File: config.mk
export PLATFORM = sky130hd
export DESIGN_NAME = wdw_top
export DESIGN_NICKNAME = d
export VERILOG_FILES = /design/src/rtl/wdw_pkg.sv /design/src/rtl/wdw_prescaler.sv /design/src/rtl/wdw_counter.sv /design/src/rtl/wdw_regs.sv /design/src/rtl/wdw_top.sv
export SDC_FILE = /design/constraint.sdc
export NUM_CORES = 1
export LEC_CHECK = 0
export BUFFER_PORTS_ARGS = -buffer_cell sky130_fd_sc_hd__buf_2
export CORE_AREA = 2 2 72 74
export DETAILED_ROUTE_END_ITERATION = 12
export DIE_AREA = 0 0 74 76
export PLACE_DENSITY = 0.78
export SLEW_MARGIN = 40
export SYNTH_ARGS = -nofsm -noshare
export SYNTH_HDL_FRONTEND = slang
export SYNTH_SLANG_ARGS = --single-unit
File: constraint.sdc
create_clock -name clk -period 1.7 [get_ports clk]
set_input_delay 0 -clock clk [delete_from_list [all_inputs] [get_ports clk]]
set_output_delay 0 -clock clk [all_outputs]
set_load 0.005 [all_outputs]
File: src/rtl/wdw_pkg.sv
package wdw_pkg;
  localparam int CNT_W = 7;
  localparam int PSC_W = 2;
  localparam int DATA_W = 32;
  localparam int LANES = DATA_W / 8;

  localparam logic [CNT_W-1:0] CNT_INIT = '1;
  localparam logic [CNT_W-1:0] CNT_WARN = 7'h41;
  localparam logic [CNT_W-1:0] CNT_LAST = 7'h40;

  // control bit positions
  localparam int CTRL_ARM_BIT = 7;
  // configuration bit positions
  localparam int CFG_PSC_LO  = 7;
  localparam int CFG_IRQ_BIT = 9;

  typedef enum logic [1:0] {
    SEL_CTRL = 2'd0,
    SEL_CFG  = 2'd1,
    SEL_STAT = 2'd2,
    SEL_NONE = 2'd3
  } reg_sel_e;

  typedef struct packed {
    logic             irq_en;
    logic [PSC_W-1:0] psc;
    logic [CNT_W-1:0] win;
  } cfg_t;
endpackage

File: src/rtl/wdw_prescaler.sv
module wdw_prescaler #(
  parameter int BASE_DIV = 4096,
  parameter int EXT_W    = 3
) (
  input  logic                     clk,
  input  logic                     rst,
  input  logic [wdw_pkg::PSC_W-1:0] psc_i,
  output logic                     tick_o
);
  localparam int BW = (BASE_DIV > 1) ? $clog2(BASE_DIV) : 1;
  localparam logic [BW-1:0] BASE_TOP = BW'(BASE_DIV - 1);

  logic [BW-1:0]    base_q;
  logic [EXT_W-1:0] ext_q;
  logic [EXT_W-1:0] ext_mask;
  logic             base_wrap;
  logic             tick_q;

  assign base_wrap = (base_q == BASE_TOP);
  assign ext_mask  = ~({EXT_W{1'b1}} << psc_i);

  always_ff @(posedge clk) begin
    if (rst) begin
      base_q <= '0;
      ext_q  <= '0;
      tick_q <= 1'b0;
    end else begin
      base_q <= base_wrap ? '0 : base_q + 1'b1;
      if (base_wrap)
        ext_q <= ext_q + 1'b1;
      tick_q <= base_wrap && ((ext_q & ext_mask) == ext_mask);
    end
  end

  assign tick_o = tick_q;

  // ticks never come on adjacent cycles (period at least BASE_DIV >= 2)
  assert_tick_gap_R4: assert property (@(posedge clk) disable iff (rst)
    tick_q |=> !tick_q);
endmodule

File: src/rtl/wdw_counter.sv
module wdw_counter
  import wdw_pkg::*;
(
  input  logic             clk,
  input  logic             rst,
  input  logic             tick_i,
  input  logic             load_i,
  input  logic [CNT_W-1:0] load_val_i,
  input  logic [CNT_W-1:0] win_i,
  input  logic             arm_i,
  output logic [CNT_W-1:0] cnt_o,
  output logic             warn_o,
  output logic             rst_req_o
);
  logic [CNT_W-1:0] cnt_q;
  logic             req_q;
  logic             step;
  logic             too_early;
  logic             too_late;

  assign step      = tick_i && !load_i;
  assign too_early = load_i && (cnt_q > win_i);
  assign too_late  = step && (cnt_q == CNT_LAST);

  always_ff @(posedge clk) begin
    if (rst) begin
      cnt_q <= CNT_INIT;
      req_q <= 1'b0;
    end else begin
      req_q <= arm_i && (too_early || too_late);
      if (load_i)
        cnt_q <= load_val_i;
      else if (tick_i)
        cnt_q <= cnt_q - 1'b1;
    end
  end

  assign cnt_o     = cnt_q;
  assign warn_o    = step && (cnt_q == CNT_WARN);
  assign rst_req_o = req_q;

  assert_dec_R3: assert property (@(posedge clk) disable iff (rst)
    (tick_i && !load_i) |=> cnt_q == CNT_W'($past(cnt_q) - 1'b1));
  assert_hold_R3: assert property (@(posedge clk) disable iff (rst)
    (!tick_i && !load_i) |=> $stable(cnt_q));
  assert_load_R3: assert property (@(posedge clk) disable iff (rst)
    load_i |=> cnt_q == $past(load_val_i));
  assert_rst_gated_R8: assert property (@(posedge clk) disable iff (rst)
    rst_req_o |-> $past(arm_i));
endmodule

File: src/rtl/wdw_regs.sv
module wdw_regs
  import wdw_pkg::*;
#(
  parameter int ADDR_W = 4
) (
  input  logic              clk,
  input  logic              rst,
  input  logic              sel_i,
  input  logic              wr_i,
  input  logic [ADDR_W-1:0] addr_i,
  input  logic [LANES-1:0]  be_i,
  input  logic [DATA_W-1:0] wdata_i,
  input  logic [CNT_W-1:0]  cnt_i,
  input  logic              warn_i,
  output logic [DATA_W-1:0] rdata_o,
  output logic              load_o,
  output logic [CNT_W-1:0]  load_val_o,
  output cfg_t              cfg_o,
  output logic              arm_o,
  output logic              irq_o
);
  localparam int WORD_W = ADDR_W - 2;

  logic [WORD_W-1:0] word;
  reg_sel_e          rsel;
  logic              wr_ctrl, wr_cfg, wr_stat;
  logic              arm_q, flag_q;
  cfg_t              cfg_q;
  logic [DATA_W-1:0] rd_mux;
  logic [DATA_W-1:0] rdata_q;
  logic              unused_bits;

  assign word = addr_i[ADDR_W-1:2];

  always_comb begin
    if (word == WORD_W'(0))      rsel = SEL_CTRL;
    else if (word == WORD_W'(1)) rsel = SEL_CFG;
    else if (word == WORD_W'(2)) rsel = SEL_STAT;
    else                         rsel = SEL_NONE;
  end

  assign wr_ctrl = sel_i && wr_i && (rsel == SEL_CTRL);
  assign wr_cfg  = sel_i && wr_i && (rsel == SEL_CFG);
  assign wr_stat = sel_i && wr_i && (rsel == SEL_STAT);

  assign load_o     = wr_ctrl && be_i[0];
  assign load_val_o = wdata_i[CNT_W-1:0];

  always_ff @(posedge clk) begin
    if (rst) begin
      arm_q       <= 1'b0;
      cfg_q.win   <= CNT_INIT;
      cfg_q.psc   <= '0;
      cfg_q.irq_en <= 1'b0;
      flag_q      <= 1'b0;
    end else begin
      if (wr_ctrl && be_i[0] && wdata_i[CTRL_ARM_BIT])
        arm_q <= 1'b1;
      if (wr_cfg && be_i[0]) begin
        cfg_q.win    <= wdata_i[CNT_W-1:0];
        cfg_q.psc[0] <= wdata_i[CFG_PSC_LO];
      end
      if (wr_cfg && be_i[1]) begin
        cfg_q.psc[1] <= wdata_i[CFG_PSC_LO+1];
        if (wdata_i[CFG_IRQ_BIT])
          cfg_q.irq_en <= 1'b1;
      end
      if (warn_i)
        flag_q <= 1'b1;
      else if (wr_stat && be_i[0] && !wdata_i[0])
        flag_q <= 1'b0;
    end
  end

  always_comb begin
    rd_mux = '0;
    case (rsel)
      SEL_CTRL: begin
        rd_mux[CNT_W-1:0]      = cnt_i;
        rd_mux[CTRL_ARM_BIT]   = arm_q;
      end
      SEL_CFG: begin
        rd_mux[CNT_W-1:0]                    = cfg_q.win;
        rd_mux[CFG_PSC_LO +: PSC_W]          = cfg_q.psc;
        rd_mux[CFG_IRQ_BIT]                  = cfg_q.irq_en;
      end
      SEL_STAT: rd_mux[0] = flag_q;
      default:  rd_mux = '0;
    endcase
  end

  always_ff @(posedge clk) begin
    if (rst)
      rdata_q <= '0;
    else if (sel_i && !wr_i)
      rdata_q <= rd_mux;
  end

  assign rdata_o = rdata_q;
  assign cfg_o   = cfg_q;
  assign arm_o   = arm_q;
  assign irq_o   = flag_q && cfg_q.irq_en;

  assign unused_bits = ^{addr_i[1:0], be_i[LANES-1:2], wdata_i[DATA_W-1:CFG_IRQ_BIT+1]};

  assert_arm_sticky_R5: assert property (@(posedge clk) disable iff (rst)
    arm_q |=> arm_q);
  assert_irqen_sticky_R10: assert property (@(posedge clk) disable iff (rst)
    cfg_q.irq_en |=> cfg_q.irq_en);
  assert_flag_cause_R9: assert property (@(posedge clk) disable iff (rst)
    $rose(flag_q) |-> $past(warn_i));
  assert_flag_keep_R9: assert property (@(posedge clk) disable iff (rst)
    (flag_q && !wr_stat) |=> flag_q);
endmodule

File: src/rtl/wdw_top.sv
module wdw_top #(
  parameter int BASE_DIV = 4096,
  parameter int ADDR_W   = 4
) (
  input  logic              clk,
  input  logic              rst,
  input  logic              bus_sel,
  input  logic              bus_wr,
  input  logic [ADDR_W-1:0] bus_addr,
  input  logic [3:0]        bus_be,
  input  logic [31:0]       bus_wdata,
  output logic [31:0]       bus_rdata,
  output logic              wdog_rst_req,
  output logic              early_irq
);
  import wdw_pkg::*;

  logic             tick;
  logic             load;
  logic [CNT_W-1:0] load_val;
  logic [CNT_W-1:0] cnt;
  logic             warn;
  logic             arm;
  cfg_t             cfg;

  wdw_regs #(.ADDR_W(ADDR_W)) u_regs (
    .clk        (clk),
    .rst        (rst),
    .sel_i      (bus_sel),
    .wr_i       (bus_wr),
    .addr_i     (bus_addr),
    .be_i       (bus_be),
    .wdata_i    (bus_wdata),
    .cnt_i      (cnt),
    .warn_i     (warn),
    .rdata_o    (bus_rdata),
    .load_o     (load),
    .load_val_o (load_val),
    .cfg_o      (cfg),
    .arm_o      (arm),
    .irq_o      (early_irq)
  );

  wdw_prescaler #(.BASE_DIV(BASE_DIV), .EXT_W(3)) u_psc (
    .clk    (clk),
    .rst    (rst),
    .psc_i  (cfg.psc),
    .tick_o (tick)
  );

  wdw_counter u_cnt (
    .clk        (clk),
    .rst        (rst),
    .tick_i     (tick),
    .load_i     (load),
    .load_val_i (load_val),
    .win_i      (cfg.win),
    .arm_i      (arm),
    .cnt_o      (cnt),
    .warn_o     (warn),
    .rst_req_o  (wdog_rst_req)
  );
endmodule

-- Yosys cells after proc, flatten, opt, wreduce, memory -nomap -nowiden
Index checks and enable logic that the tools add are counted.
- register bits: 46
- latch bits: 0
- bits in writable memories: 0
- bits in read-only memories: 0
- output and inout port bits: 34
- word-level logic and storage cells: 65
- memories kept: 0
- add/sub/neg operators: 3
- multiply operators: 0
- divide/modulo/power cells: 0
- order comparisons: 1
- eq/ne operators: 8
- shift-type cells: 1
- muxes and demuxes: 10
- bitwise logic cells: 2
- reduce and logical (&&, ||, !) cells: 28
- operators with widths (kind ; number):
    $logic_and A1 B1 Y1 ; 18
    $eq A7 B7 Y1 const B ; 2
    $mux W7 ; 2
    $pmux W7 S2 ; 1
    $add A12 B1 Y12 const B ; 1
    $eq A12 B12 Y1 const B ; 1
    $gt A7 B7 Y1 ; 1
    $sub A7 B1 Y7 const B ; 1
    $mux W2 ; 3
    $eq A2 B1 Y1 const B ; 2
    $eq A2 B2 Y1 const B ; 2
    $logic_not A2 Y1 ; 2
    $reduce_bool A2 Y1 ; 2
    $add A3 B1 Y3 const B ; 1
    $and A3 B3 Y3 ; 1
    $eq A3 B3 Y1 ; 1
    $logic_not A1 Y1 ; 3
    $mux W1 ; 3
    $not A3 Y3 ; 1
    $pmux W1 S3 ; 1
    $shl A3 B2 Y3 const A ; 1
    $reduce_and A2 Y1 ; 1
    $reduce_or A2 Y1 ; 1
    $logic_or A1 B1 Y1 ; 1

-- Longest topological paths before layout
- depth after elaboration: 12
- depth in mapped cells: 6

-- Cells and area by module
From an unflattened synthesis, not the netlist that was laid out.
- cells, all modules: 286
- area total of the unflattened synthesis: 2607.5 um2
- modules (own cells, without submodules) (module ; instances ; cells an instance ; area each (um2)):
    wdw_regs ; 1 ; 131 ; 1207.4
    wdw_prescaler ; 1 ; 83 ; 773.2
    wdw_counter ; 1 ; 72 ; 626.9

-- Worst setup path after synthesis
Ideal clock, no wire load.
- path kind: register -> register
- start point: reg u_cnt.cnt_q[0], in the netlist u_cnt.cnt_o[0]
- end point: reg u_cnt.cnt_q[6], in the netlist u_cnt.cnt_o[6]
- setup time: 69 ps
- arrival: 1338 ps
- slack: 293 ps
- stages on the path, launching flop included: 7
- path buffers: 0
- period minus slack after synthesis: 1407 ps
- cell sequence: dfxtp_1 > inv_1 > ha_1 > inv_1 > or4_1 > o211a_1 > o21ai_1
- word-level cells in the longest chain between the ends: 3
- ends and longest elaborated chain (what ; RTL line ; text):
    start: declaration ; wdw_counter.sv:15 ; logic [CNT_W-1:0] cnt_q;
    start signal: assignment ; wdw_counter.sv:32 ; cnt_q <= load_val_i;
    start signal: assignment ; wdw_counter.sv:34 ; cnt_q <= cnt_q - 1'b1;
    $sub A7 B1 Y7 ; wdw_counter.sv:34 ;
    $mux W7 ; wdw_counter.sv:33 ; else if (tick_i)
    $mux W7 ; wdw_counter.sv:31 ; if (load_i)
Every way passes these cells. The select of a mux whose other input is x is not followed.
A chain may end at the register's enable or synchronous reset.

-- Worst setup path after layout
- start point: reg u_regs.cfg_q (netlist bit u_regs.cfg_o[2])
- end point: reg u_cnt.req_q, in the netlist u_cnt.rst_req_o
- word-level cells in the longest chain between the ends: 4
- ends and longest elaborated chain (what ; RTL line ; text):
    start: declaration ; wdw_regs.sv:28 ; cfg_t cfg_q;
    $gt A7 B7 Y1 ; wdw_counter.sv:22 ; assign too_early = load_i && (cnt_q > win_i);
    $logic_and A1 B1 Y1 ; wdw_counter.sv:22 ;
    $logic_or A1 B1 Y1 ; wdw_counter.sv:30 ; req_q <= arm_i && (too_early || too_late);
    $logic_and A1 B1 Y1 ; wdw_counter.sv:30 ;
    end signal: assignment ; wdw_counter.sv:30 ;
    end: declaration ; wdw_counter.sv:16 ; logic req_q;
Every way passes these cells.

==> metrics.yaml <==
logic_synthesis:
  synth-edff-count: 0
  ys.flop_type: "dfxtp_1"
  syn_inst: 273
  ys_seq_area_frac: 0.3886
  yosysWarnings: 0
  syn_area_mm2: 0.002370
  ys_async_sr_fraction: 0
  synth_top_area_frac: 0.3886
  ys_ff_latch: 46
  yosys.cell_count.top_type: "dfxtp_1"
  netlist_top_cells_area: "dfxtp_1, buf_4, nor2_1"
  synth_commonest_cells: "dfxtp_1, nor2_1, buf_4, nand2_1, inv_1"
  yosys.cell_types.count: 46
  yosysTopAreaCell: "dfxtp_1"
  avgSynthCellArea_um2: 8.680
finish:
  multiInputGateArea_mm2: 0.001276
  syn2layout_area_growth_pct: 17.58
  layout.area.seq_um2: 920.9
  fillers: 434
  utilization: 0.5672
  fin_nets: 378
  antenna_cells: 0
  post_route_cells_drive_above_1_share: 0.1734
clock_tree:
  cts_buffers: 5
  clock-sinks: 46
  cts_htree_levels: 2
  clock-root-buffer: "clkbuf_8"
  cts_resized: 0
  clk_latency_ns: 0.30
  cts.reportedPaths.clkPinSlew_ns: 0.09
  cts_tree: "yes"
  cts_buffer_depth: 2
floorplan:
  placementRows: 26
  die-area_mm2: 0.005624
  fp.coreArea_mm2: 0.004912
  initial_core_util: 0.4824
  io_pins: 78
  die-width_um: 74
  die_h_um: 76
global_routing:
  grt_pass1_vias: 1866
  grt_first_pass_wirelength_um: 8390
  antenna_found_initial: 0
  grt_max_degree: 15
  grtUsageTotal: 0.1876
  grt.overflow.total: 0
timing:
  hold_viol: 0
  slew_headroom: 0.6217
  worstMarginPinSlew_ns: 0.5654
  period_needed_ns: 1.606
  fmax_mhz: 622.6
  fin_tns_setup_ns: 0
  period_share: 0.9449
  skew_ns: 0.004889
  maxSlewViolCount: 0
  grt_setup_unrepaired: "false"
  setup_viol: 0
route:
  drtAntennaViolNets: 0
  first_pass_iters: 4
  drt_wl_total_um: 4869
  vias_per_cell: 4.901
  drc_errors: 0
  vias: 1926
  drt_iter0_drc: 70
  wl_per_cell_um: 12.39
critical_path:
  cp_slowest_cell: "a2111oi_0"
  crit_family: "compound AO/OA/AOI/OAI gates"
  critPathMaxStageDelay_ns: 0.43
  worst-path-buf-inv: 1
  crit_path_end_kind: "flip-flop"
  path_cells: "inv_1 > ha_1 > a21oi_1 > a21oi_1 > a2111oi_0 > o22ai_1"
  path_class: "flip-flop to flip-flop"
  crit_path_frequent_cell: "a21oi_1"
  worst_ep_arrival_time_ns: 1.78
  crit_required_ns: 1.87
  crit_fanout: 3
  worst_setup_path_start_kind: "flip-flop"
  r2r_setup_slack_ns: 0.09
power:
  irDropWorstVdd_mv: 0.4650
  p_leak_nw: 1.198
  power.density_mw_per_mm2: 757.9
placement:
  dp_hpwl_um: 3495
  gp_congestion: 0.8444
  numPortBuffers: 29
status:
  status: "finished clean"
min_path:
  min_path_type: "input port to flip-flop"
job:
  drv_cap: 0
-- metrics by stage --
step                instance area (µm²)  std cells  hold WS (ns)  power (W)  setup WS, ns
floorplan                          2449        294        0.1240   0.001276        0.2931
detailed placement                 2576        375        0.2416   0.001306        0.1406
finish                             2786        393       0.03015   0.002112       0.09373
global route                       2786        393       0.03378   0.002192       0.04853
global placement                   2576        375        0.2389   0.001302        0.1960
CTS                                2786        393       0.02447   0.002129        0.1261
-- registers in the layout, indices dropped and copies added, names as in the netlist, 3 cells and up --
signal,count
u_psc.base_q,12
u_regs.cfg_o,10
u_regs.rdata_o,10
u_cnt.cnt_o,7
u_psc.ext_q,3
-- routing by layer --
| layer | share of wire | GRT usage |
|---|---|---|
| met5 | 0 | 0 |
| met4 | 0.020 | 0.07273 |
| met3 | 0.039 | 0.03836 |
| met2 | 0.49 | 0.3089 |
| met1 | 0.45 | 0.2366 |
-- cells in the final DEF (no fill, tap or decap), drive strengths merged, types with 9 or more instances in the layout --
master,n
dfxtp,46
a22oi,9
nand3,10
nand2,20
nor2,42
conb,22
buf,42
xnor2,10
ha,12
inv,13
dlygate4sd3,10
-- report_power, final --
part | leakage [nW] | internal [W] | switching, W
clock network | 0.0514 | 0.000439 | 0.000372
logic | 0.774 | 0.0000834 | 0.000106
registers | 0.373 | 0.00110 | 0.0000138
total | 1.20 | 0.00162 | 0.000492
-- worst register-to-register path, stage by stage (launching register included) --
cell and delay, ns:
dfxtp_1 0.34, inv_1 0.06, ha_1 0.30, a21oi_1 0.14
a21oi_1 0.09, a2111oi_0 0.43, o22ai_1 0.14
-- timing repair --
action                                 in CTS  in global routing
hold buffers                               10                  0
setup buffers                               0                  0
endpoints found under the hold margin      17                  0
-- worst paths after layout --
path	end	cells past startpoint	from
setup reg to reg	u_cnt.rst_req_o	6	u_regs.cfg_o[2]
hold / removal	u_regs.rdata_o[5]	2	rst
setup / recovery	u_cnt.rst_req_o	6	u_regs.cfg_o[2]
hold reg to reg	u_psc.base_q[0]	1	u_psc.base_q[0]
-- layout make-up --
cell class	instances	area share
well taps	70	0.03143
flip-flops and latches	46	0.3305
repair buffers	52	0.1230
inverters	13	0.01751
multi-input cells	204	0.4580
clock inverters	2	0.01347
clock buffers	6	0.02604
-- cells by family (layout without fill, tap and decap cells) --
kind of cell | Yosys count | after routing | share of synthesized area
multiplexers | 11 | 11 | 0.04963
buffers and inverters | 44 | 73 | 0.1061
XOR/XNOR | 15 | 15 | 0.05544
adder cells (fa/ha/maj) | 12 | 12 | 0.06336
AO/OA/AOI/OAI | 42 | 42 | 0.1241
flip-flops | 46 | 46 | 0.3886
other | 1 | 22 | 0.001582
AND/OR/NAND/NOR | 102 | 102 | 0.2112
Note: power is estimated with default switching activity, not from simulation.
